<file path="src/rtl/simd_mask_pkg.sv">
package simd_mask_pkg;

    typedef enum logic [1:0] {
        BR_NONE  = 2'd0,
        BR_SPLIT = 2'd1,
        BR_FLIP  = 2'd2,
        BR_JOIN  = 2'd3
    } br_op_e;

    // Split takes priority over flip, and flip over join.
    function automatic br_op_e decode_marker(input logic split, input logic flip,
                                             input logic join_m);
        if (split)       return BR_SPLIT;
        else if (flip)   return BR_FLIP;
        else if (join_m) return BR_JOIN;
        else             return BR_NONE;
    endfunction

endpackage

</file>
<file path="src/rtl/mask_lifo.sv">
module mask_lifo #(
    parameter int LANES = 32,
    parameter int DEPTH = 8
) (
    input  logic             clk,
    input  logic             rst,
    input  logic             push_i,
    input  logic             pop_i,
    input  logic [LANES-1:0] data_i,
    output logic [LANES-1:0] top_o,
    output logic             full_o,
    output logic             empty_o
);
    localparam int CNT_W = $clog2(DEPTH + 1);
    localparam int IDX_W = (DEPTH > 1) ? $clog2(DEPTH) : 1;

    logic [CNT_W-1:0] count_q;
    logic [CNT_W-1:0] top_idx;
    logic [LANES-1:0] mem_q [DEPTH];

    assign full_o  = (count_q == CNT_W'(DEPTH));
    assign empty_o = (count_q == '0);
    assign top_idx = count_q - CNT_W'(1);
    assign top_o   = empty_o ? '1 : mem_q[top_idx[IDX_W-1:0]];

    always_ff @(posedge clk) begin
        if (rst) begin
            count_q <= '0;
        end else if (push_i && !full_o) begin
            count_q <= count_q + CNT_W'(1);
        end else if (pop_i && !empty_o) begin
            count_q <= count_q - CNT_W'(1);
        end
    end

    for (genvar e = 0; e < DEPTH; e++) begin : g_entry
        always_ff @(posedge clk) begin
            if (push_i && !full_o && (count_q == CNT_W'(e))) begin
                mem_q[e] <= data_i;
            end
        end
    end

endmodule

</file>
<file path="src/rtl/branch_eval.sv">
module branch_eval
    import simd_mask_pkg::*;
#(
    parameter int LANES  = 32,
    parameter int ADDR_W = 32
) (
    input  br_op_e            op_i,
    input  logic [LANES-1:0]  cur_mask_i,
    input  logic [LANES-1:0]  pred_i,
    input  logic [LANES-1:0]  saved_i,
    input  logic              full_i,
    input  logic              empty_i,
    input  logic [ADDR_W-1:0] target_i,
    output logic [LANES-1:0]  nxt_mask_o,
    output logic              redirect_o,
    output logic [ADDR_W-1:0] redirect_tgt_o,
    output logic              stk_push_o,
    output logic              stk_pop_o,
    output logic              ovf_evt_o,
    output logic              unf_evt_o
);
    logic [LANES-1:0] then_mask;
    logic [LANES-1:0] else_mask;

    assign then_mask = cur_mask_i & pred_i;
    assign else_mask = saved_i & ~cur_mask_i;

    always_comb begin
        nxt_mask_o = cur_mask_i;
        redirect_o = 1'b0;
        stk_push_o = 1'b0;
        stk_pop_o  = 1'b0;
        ovf_evt_o  = 1'b0;
        unf_evt_o  = 1'b0;
        unique case (op_i)
            BR_SPLIT: begin
                if (full_i) begin
                    ovf_evt_o = 1'b1;
                end else begin
                    stk_push_o = 1'b1;
                    nxt_mask_o = then_mask;
                    redirect_o = (then_mask == '0);
                end
            end
            BR_FLIP: begin
                if (empty_i) begin
                    unf_evt_o = 1'b1;
                end else begin
                    nxt_mask_o = else_mask;
                    redirect_o = (else_mask == '0);
                end
            end
            BR_JOIN: begin
                if (empty_i) begin
                    unf_evt_o = 1'b1;
                end else begin
                    stk_pop_o  = 1'b1;
                    nxt_mask_o = saved_i;
                end
            end
            default: ;
        endcase
        redirect_tgt_o = redirect_o ? target_i : '0;
    end

endmodule

</file>
<file path="src/rtl/simd_mask_stack.sv">
module simd_mask_stack
    import simd_mask_pkg::*;
#(
    parameter int LANES  = 32,
    parameter int DEPTH  = 8,
    parameter int ADDR_W = 32
) (
    input  logic              clk,
    input  logic              rst,
    input  logic              br_split_i,
    input  logic              br_flip_i,
    input  logic              br_join_i,
    input  logic [LANES-1:0]  pred_i,
    input  logic [ADDR_W-1:0] br_target_i,
    output logic [LANES-1:0]  mask_o,
    output logic              redirect_o,
    output logic [ADDR_W-1:0] redirect_tgt_o,
    output logic              overflow_o,
    output logic              underflow_o
);
    br_op_e            op;
    logic [LANES-1:0]  mask_q;
    logic [LANES-1:0]  saved;
    logic              stk_full;
    logic              stk_empty;
    logic [LANES-1:0]  nxt_mask;
    logic              nxt_redirect;
    logic [ADDR_W-1:0] nxt_tgt;
    logic              stk_push;
    logic              stk_pop;
    logic              ovf_evt;
    logic              unf_evt;
    logic              redirect_q;
    logic [ADDR_W-1:0] tgt_q;
    logic              ovf_q;
    logic              unf_q;

    assign op = decode_marker(br_split_i, br_flip_i, br_join_i);

    mask_lifo #(.LANES(LANES), .DEPTH(DEPTH)) u_lifo (
        .clk     (clk),
        .rst     (rst),
        .push_i  (stk_push),
        .pop_i   (stk_pop),
        .data_i  (mask_q),
        .top_o   (saved),
        .full_o  (stk_full),
        .empty_o (stk_empty)
    );

    branch_eval #(.LANES(LANES), .ADDR_W(ADDR_W)) u_eval (
        .op_i           (op),
        .cur_mask_i     (mask_q),
        .pred_i         (pred_i),
        .saved_i        (saved),
        .full_i         (stk_full),
        .empty_i        (stk_empty),
        .target_i       (br_target_i),
        .nxt_mask_o     (nxt_mask),
        .redirect_o     (nxt_redirect),
        .redirect_tgt_o (nxt_tgt),
        .stk_push_o     (stk_push),
        .stk_pop_o      (stk_pop),
        .ovf_evt_o      (ovf_evt),
        .unf_evt_o      (unf_evt)
    );

    always_ff @(posedge clk) begin
        if (rst) begin
            mask_q     <= '1;
            redirect_q <= 1'b0;
            tgt_q      <= '0;
            ovf_q      <= 1'b0;
            unf_q      <= 1'b0;
        end else begin
            mask_q     <= nxt_mask;
            redirect_q <= nxt_redirect;
            tgt_q      <= nxt_tgt;
            ovf_q      <= ovf_q | ovf_evt;
            unf_q      <= unf_q | unf_evt;
        end
    end

    assign mask_o         = mask_q;
    assign redirect_o     = redirect_q;
    assign redirect_tgt_o = tgt_q;
    assign overflow_o     = ovf_q;
    assign underflow_o    = unf_q;

endmodule

</file>
<file path="config.mk">
export PLATFORM = sky130hd
export DESIGN_NAME = simd_mask_stack
export DESIGN_NICKNAME = d
export VERILOG_FILES = /design/src/rtl/simd_mask_pkg.sv /design/src/rtl/mask_lifo.sv /design/src/rtl/branch_eval.sv /design/src/rtl/simd_mask_stack.sv
export SDC_FILE = /design/constraint.sdc
export NUM_CORES = 1
export LEC_CHECK = 0
export ABC_AREA = 1
export BUFFER_PORTS_ARGS = -buffer_cell sky130_fd_sc_hd__buf_2
export CAP_MARGIN = 10
export CORE_MARGIN = 3
export CORE_UTILIZATION = 45
export DETAILED_ROUTE_END_ITERATION = 8
export GPL_ROUTABILITY_DRIVEN = 0
export PLACE_DENSITY_LB_ADDON = 0.2
export RECOVER_POWER = 25
export SLEW_MARGIN = 20
export SYNTH_ARGS = -nofsm -noshare
export SYNTH_HDL_FRONTEND = slang
export SYNTH_HIERARCHICAL = 1
export SYNTH_SLANG_ARGS = --single-unit
</file>
<file path="constraint.sdc">
create_clock -name clk -period 4.11 [get_ports clk]
set_input_delay 0.822 -clock clk [delete_from_list [all_inputs] [get_ports clk]]
set_output_delay 0.822 -clock clk [all_outputs]
set_load 0.1 [all_outputs]
</file>
; ---- Word-level counts from Yosys, hierarchy flattened
; Memory sizes are Yosys's and may differ from the RTL's.
; Index checks and enable logic that the tools add are counted.
[word_totals]
regBits = 71
latchBits = 0
ramBits = 256
romBits = 0
inputBits = 69
memories = 1
[memory_table]
columns = memory, words, word_bits, rd, rd_clocked_by_memory_dff, wr, line
row1 = u_lifo.mem_q, 8, 32, 1, 0, 1, mask_lifo.sv:19  ; logic [LANES-1:0] mem_q [DEPTH];
[classes]
addsub = 2
n_mul = 0
n_div = 0
magnitude_cmp = 0
n_eq_ne = 14
shifts = 0
n_mux = 58
bitwise = 6
reduce_logical = 27
[op_table]
columns = op, count
row1 = 2-to-1 mux 32 bit, 11
row2 = OR reduction 32 bit, 7
row3 = one-hot mux 32 bit (3 select lines), 1
row4 = AND 32 bit, 2
row5 = logical NOT 32 bit, 2
row6 = 2-to-1 mux 1 bit, 33
row7 = NOT 32 bit, 1
row8 = 2-to-1 mux 3 bit, 7
row9 = equality test 4 x 3 -> 1 bit (second input constant), 4
row10 = logical AND 1 bit, 10
row11 = equality test 4 x 2 -> 1 bit (second input constant), 2
row12 = 2-to-1 mux 4 bit, 2
row13 = 2-to-1 mux 2 bit, 3
row14 = inequality test 2 bit (second input constant), 3
row15 = adder 4 x 1 -> 4 bit (second input constant), 1
row16 = equality test 2 bit (second input constant), 2
row17 = equality test 4 x 1 -> 1 bit (second input constant), 1
row18 = equality test 4 bit (second input constant), 1
row19 = logical NOT 4 bit, 1
row20 = AND reduction 4 bit, 1
row21 = OR reduction 2 bit, 2
row22 = subtractor 4 x 1 -> 4 bit (second input constant), 1
row23 = nonzero test 3 bit, 1
row24 = equality test 2 x 1 -> 1 bit (second input constant), 1
row25 = 5 further kinds, 7

; ---- Depth between registers and ports, before layout
[depth]
word_depth = 17
depth_mapped = 26
mapped_depth_nobuf = 21

; ---- Cells and area by module
; The synthesis kept the hierarchy.
[modules_own_cells]
columns = mod, n_inst, cells_each, area_each_um2, seq_area_each_um2
row1 = mask_lifo, 1, 825, 10501.3, 7767.4
row2 = branch_eval, 1, 383, 1899.3, 0.0
row3 = simd_mask_stack, 1, 182, 1878.1, 1341.3

; ---- Worst setup path before layout
; OpenSTA, ideal clock, no wires.
[synth_timing]
path_type = input-to-reg
startpoint = in br_join_i
endpoint = mem u_lifo.mem_q[0][0] (enable)
t_arrival_ps = 2963
t_required_ps = 3689
setup_slack_ps = 725
stages = 8
cell_sequence = nor2_1 > nor2_1 > inv_1 > ha_1 > inv_2 > nor2_2 > nand2_1 > nor2_1
[synth_between]
elab_chain_len = 17
word_cells_on_any_way = 51
[synth_rtl]
columns = item, line
row1 = start: declaration, simd_mask_stack.sv:12  ; input logic br_join_i,
row2 = 2-to-1 mux 2 bit (*), simd_mask_pkg.sv:15  ; else if (join_m) return BR_JOIN;
row3 = 2-to-1 mux 2 bit (*), simd_mask_pkg.sv:14  ; else if (flip) return BR_FLIP;
row4 = 2-to-1 mux 2 bit (*), simd_mask_pkg.sv:13  ; if (split) return BR_SPLIT;
row5 = via op[1], simd_mask_stack.sv:21  ; br_op_e op;
row6 = equality test 2 x 1 -> 1 bit (*), branch_eval.sv:35  ; unique case (op_i)
row7 = 2-to-1 mux 1 bit (*), branch_eval.sv:35
row8 = via stk_push, simd_mask_stack.sv:29  ; logic stk_push;
row9 = logical AND 1 bit (*), mask_lifo.sv:38  ; if (push_i && !full_o && (count_q == CNT_W'(e))) begin
row10 = logical AND 1 bit, mask_lifo.sv:38
row11 = 2-to-1 mux 1 bit, mask_lifo.sv:38
row12 = 2-to-1 mux 1 bit (not written as such), mask_lifo.sv:39  ; mem_q[e] <= data_i;
row13 = OR reduction 32 bit (no source line), -
row14 = 2-to-1 mux 3 bit (no source line) / 2-to-1 mux 1 bit (equally long branches) (7 in series), -
row15 = end: declaration, mask_lifo.sv:19
; Mark *: on every way through the listed nets, which the timed path passes. The rest lies on a longest branch.

; ---- Final worst setup path
[layout_timing]
startpoint = reg u_lifo.count_q[1]
endpoint = reg tgt_q[30] (netlist: redirect_tgt_o[30])
[layout_between]
elab_chain_len = 9
word_cells_on_any_way = 12
[layout_rtl]
columns = item, line
row1 = start: declaration, mask_lifo.sv:17  ; logic [CNT_W-1:0] count_q;
row2 = start signal: assignment, mask_lifo.sv:30  ; count_q <= count_q + CNT_W'(1);
row3 = start signal: assignment, mask_lifo.sv:32  ; count_q <= count_q - CNT_W'(1);
row4 = subtractor 4 x 1 -> 4 bit, mask_lifo.sv:23  ; assign top_idx = count_q - CNT_W'(1);
row5 = memory (8 x 32 bit), -
row6 = 2-to-1 mux 32 bit (*), mask_lifo.sv:24  ; assign top_o = empty_o ? '1 : mem_q[top_idx[IDX_W-1:0]];
row7 = via saved[10], simd_mask_stack.sv:23  ; logic [LANES-1:0] saved;
row8 = AND 32 bit (*), branch_eval.sv:26  ; assign else_mask = saved_i & ~cur_mask_i;
row9 = logical NOT 32 bit (*), branch_eval.sv:50  ; redirect_o = (else_mask == '0);
row10 = 2-to-1 mux 1 bit (*), branch_eval.sv:46  ; if (empty_i) begin
row11 = one-hot mux 1 bit (2 select lines) (*), branch_eval.sv:35
row12 = NOT 1 bit (no source line) (*), -
row13 = OR reduction 2 bit (no source line) (*), -
row14 = end signal: assignment, simd_mask_stack.sv:78  ; tgt_q <= nxt_tgt;
row15 = end: declaration, simd_mask_stack.sv:34  ; logic [ADDR_W-1:0] tgt_q;
; Marks and branches as above.
; A chain may end at the register's enable or synchronous reset.

==> impl_metrics.json <==
{
  "outcome": "complete, no violations",
  "ff2ff_path_depth": 20,
  "wire_per_inst_um": 18.6,
  "core_region_area_um2": 30900,
  "clockBufferDepth": 3,
  "intPower_mw": 6.27,
  "clk_pin_slew_ns": 0.06,
  "pwr-share-clk": 0.350,
  "end_kind": "register",
  "drtAntennaViolNets": 0,
  "drive_above_1_share": 0.179,
  "place_hpwl_mm": 21.6,
  "finalCritPeriodShare": 0.790,
  "fp-row-count": 64,
  "setup_tns_ns": 0,
  "grt_antenna_before_repair": 0,
  "clock_skew_ns": 0.0131,
  "crit_arrival_ns": 3.68,
  "synthTopCellsByArea": "edfxtp_1, dfxtp_1, nor2_1",
  "multi_input_area_um2": 4100,
  "rsz0062_at_grt": "no",
  "drt-total-wl_mm": 35.9,
  "cp.required_ns": 4.54,
  "p_sw_frac": 0.312,
  "grt_max_degree": 125,
  "post-place-cells": 1869,
  "timing_hold_violations_final": 0,
  "synth_top_area_cell": "edfxtp_1",
  "grt_pass1_wl_mm": 55.0,
  "nets": 1589,
  "total_power_mw": 9.10,
  "port_buffers": 135,
  "synth-seq-area-share": 0.638,
  "io_pins": 136,
  "final_cells": 1933,
  "clock_latency_ns": 0.51,
  "timing.rr.end": "redirect_tgt_o[30]",
  "syn_nets": 1468,
  "setup_violations": 0,
  "hold_ws_ns": 0.467,
  "worstReg2RegStart": "u_lifo/count_q[1]",
  "period_needed_ns": 3.25,
  "postLayoutCoreUtil": 0.533,
  "dr_total_vias": 10200,
  "avgViaCountPerCell": 5.25,
  "power_density_nw_per_um2": 552,
  "syn-cell-area_um2": 14300,
  "ys_seq_elements": 327,
  "worst_slew_pin_slew_ns": 0.885,
  "drc": 0,
  "cts-root-buf": "clkbuf_16",
  "cts_tree": "yes",
  "dr.pass1.iters": 5,
  "dieArea_um2": 33900,
  "cts_made_buffers": 36,
  "clock-sinks": 327,
  "fmax_mhz": 308,
  "synth_top_area_frac": 0.538,
  "comb_power_share": 0.208,
  "drv_slew": 0,
  "areaGrowthSynthToFinish_pct": 15.4,
  "cts_hold_buffers": 0,
  "cts_setup_buffers": 0,
  "initial_core_util": 0.462,
  "hold_class": "reg -> reg",
  "seq_power_share": 0.442,
  "min_to": "overflow_o",
  "post_cts_resized": 0,
  "grtUsageTotal": 0.210,
  "rrSetupSlack_ns": 0.86,
  "drtIter0Drc": 779,
  "htree_num_levels": 2,
  "n_fill_cell": 2745,
  "seqCellArea_um2": 9110,
  "syn_avg_cell_area_um2": 10.3,
  "die_y_um": 184,
  "synthDistinctLibCells": 29,
  "die_w_um": 184,
  "critPathMaxFanout": 65,
  "ir_drop_mv": 0.264,
  "max_cap_viol_count": 0,
  "synth_cells": 1390,
  "slew_headroom": 0.409,
  "power_leakage_nw": 6.41,
  "diodes": 0,
  "ys_warn_count": 6,
  "grt_pass1_vias": 9476,
  "whs_path_depth": 2,
  "grt-ovfl-total": 0,
  "start_kind": "register",
  "crit_type": "reg -> reg",
  "net-switching-power_mw": 2.84,
  "holdCritStartpoint": "overflow_o"
}
-- how the worst max path moves through the flow --
| stage | endpoint | startpoint | slack (ns) |
|---|---|---|---|
| 2_1_floorplan | u_lifo/mem_q[0][0] | br_join_i | 0.73 |
| 3_3_place_gp | u_lifo/mem_q[2][5] | br_join_i | 0.94 |
| 3_5_place_dp | mask_o[9] | br_flip_i | 0.91 |
| 4_1_cts | redirect_tgt_o[30] | u_lifo/count_q[1] | 0.91 |
| 5_1_grt | redirect_tgt_o[0] | u_lifo/count_q[1] | 0.59 |
| 6_report | redirect_tgt_o[30] | u_lifo/count_q[1] | 0.86 |
-- layout make-up --
class,instances,area share
clock buffer,42,0.0591
multi-input combinational,823,0.249
sequential,327,0.553
inverter,160,0.0366
clock inverter,22,0.0121
timing repair buffer,163,0.0606
tap,396,0.0301
-- sequential cells by signal, indices dropped and copies added, names as in the netlist --
name	cells
redirect_tgt_o	32
u_lifo/mem_q	256
overflow_o	1
underflow_o	1
mask_o	32
redirect_o	1
u_lifo/count_q	4
-- routing by layer --
layer / vias to the layer above / GRT usage / wire [um]
li1: 4927 / - / -
met1: 4833 / 0.291 / 15900
met2: 323 / 0.331 / 16400
met3: 68 / 0.0365 / 2270
met4: 0 / 0.0819 / 1270
met5: - / 0 / 0
-- logic make-up (layout without fill, tap and decap cells) --
family,after synthesis,in the layout,synth area share
flip-flops,327,327,0.638
AND/OR/NAND/NOR,481,481,0.143
buffers and inverters,240,387,0.0758
adder cells (fa/ha/maj),9,9,0.00789
AO/OA/AOI/OAI,332,332,0.135
XOR/XNOR,1,1,0.000614
-- placed cells by master, fill, tap and decap left out, drive strengths merged, types with 12 or more instances in the layout --
cell,Yosys,final
nand3,12,12
clkinv,0,23
o211ai,34,34
clkbuf,26,42
a21oi,38,38
o21ai,227,227
nor2,290,290
inv,160,155
or2,34,34
a32o,32,32
edfxtp,256,256
dfxtp,71,71
nand2,141,141
buf,54,163
-- cell usage after synthesis (all sizes together) --
master    n
nor2    290
edfxtp  256
o21ai   227
inv     160
nand2   141
dfxtp    71
buf      54
a21oi    38
o211ai   34
or2      34
a32o     32
clkbuf   26
nand3    12
ha        9
nand4     3
a22o      1
nor3      1
xnor2     1
-- critical path: stages (launching register included) --
cell     delay, ns
dfxtp_1       0.42
inv_1         0.11
ha_2          0.35
buf_4         0.58
nor2_1        0.11
o21ai_0       0.10
o21ai_1       0.09
o21ai_1       0.15
inv_1         0.07
nand2_1       0.10
nand2_1       0.06
nor2_1        0.20
nand2_1       0.08
nor2_1        0.10
nand3_1       0.07
nand2_1       0.07
nand2_2       0.06
buf_12        0.17
nor2_2        0.10
inv_1         0.04
nor2_1        0.08
-- through the flow --
step / cell area (um2) / worst slack [ns]
detailed placement: 15300 / 0.906
floorplan: 14300 / 0.725
finish: 16500 / 0.864
global placement: 15300 / 0.945
CTS: 16500 / 0.905
global route: 16500 / 0.591
-- power by group through the flow --
stage	logic (mW)	registers (mW)	clock network (mW)
final	1.90	4.02	3.19
after global routing	2.08	4.05	3.41
after CTS	1.90	4.02	3.26
after detailed placement	1.89	4.09	0
after global placement	1.88	4.08	0
after floorplan	1.07	4.39	0
Note: power is estimated with default switching activity, not from simulation.
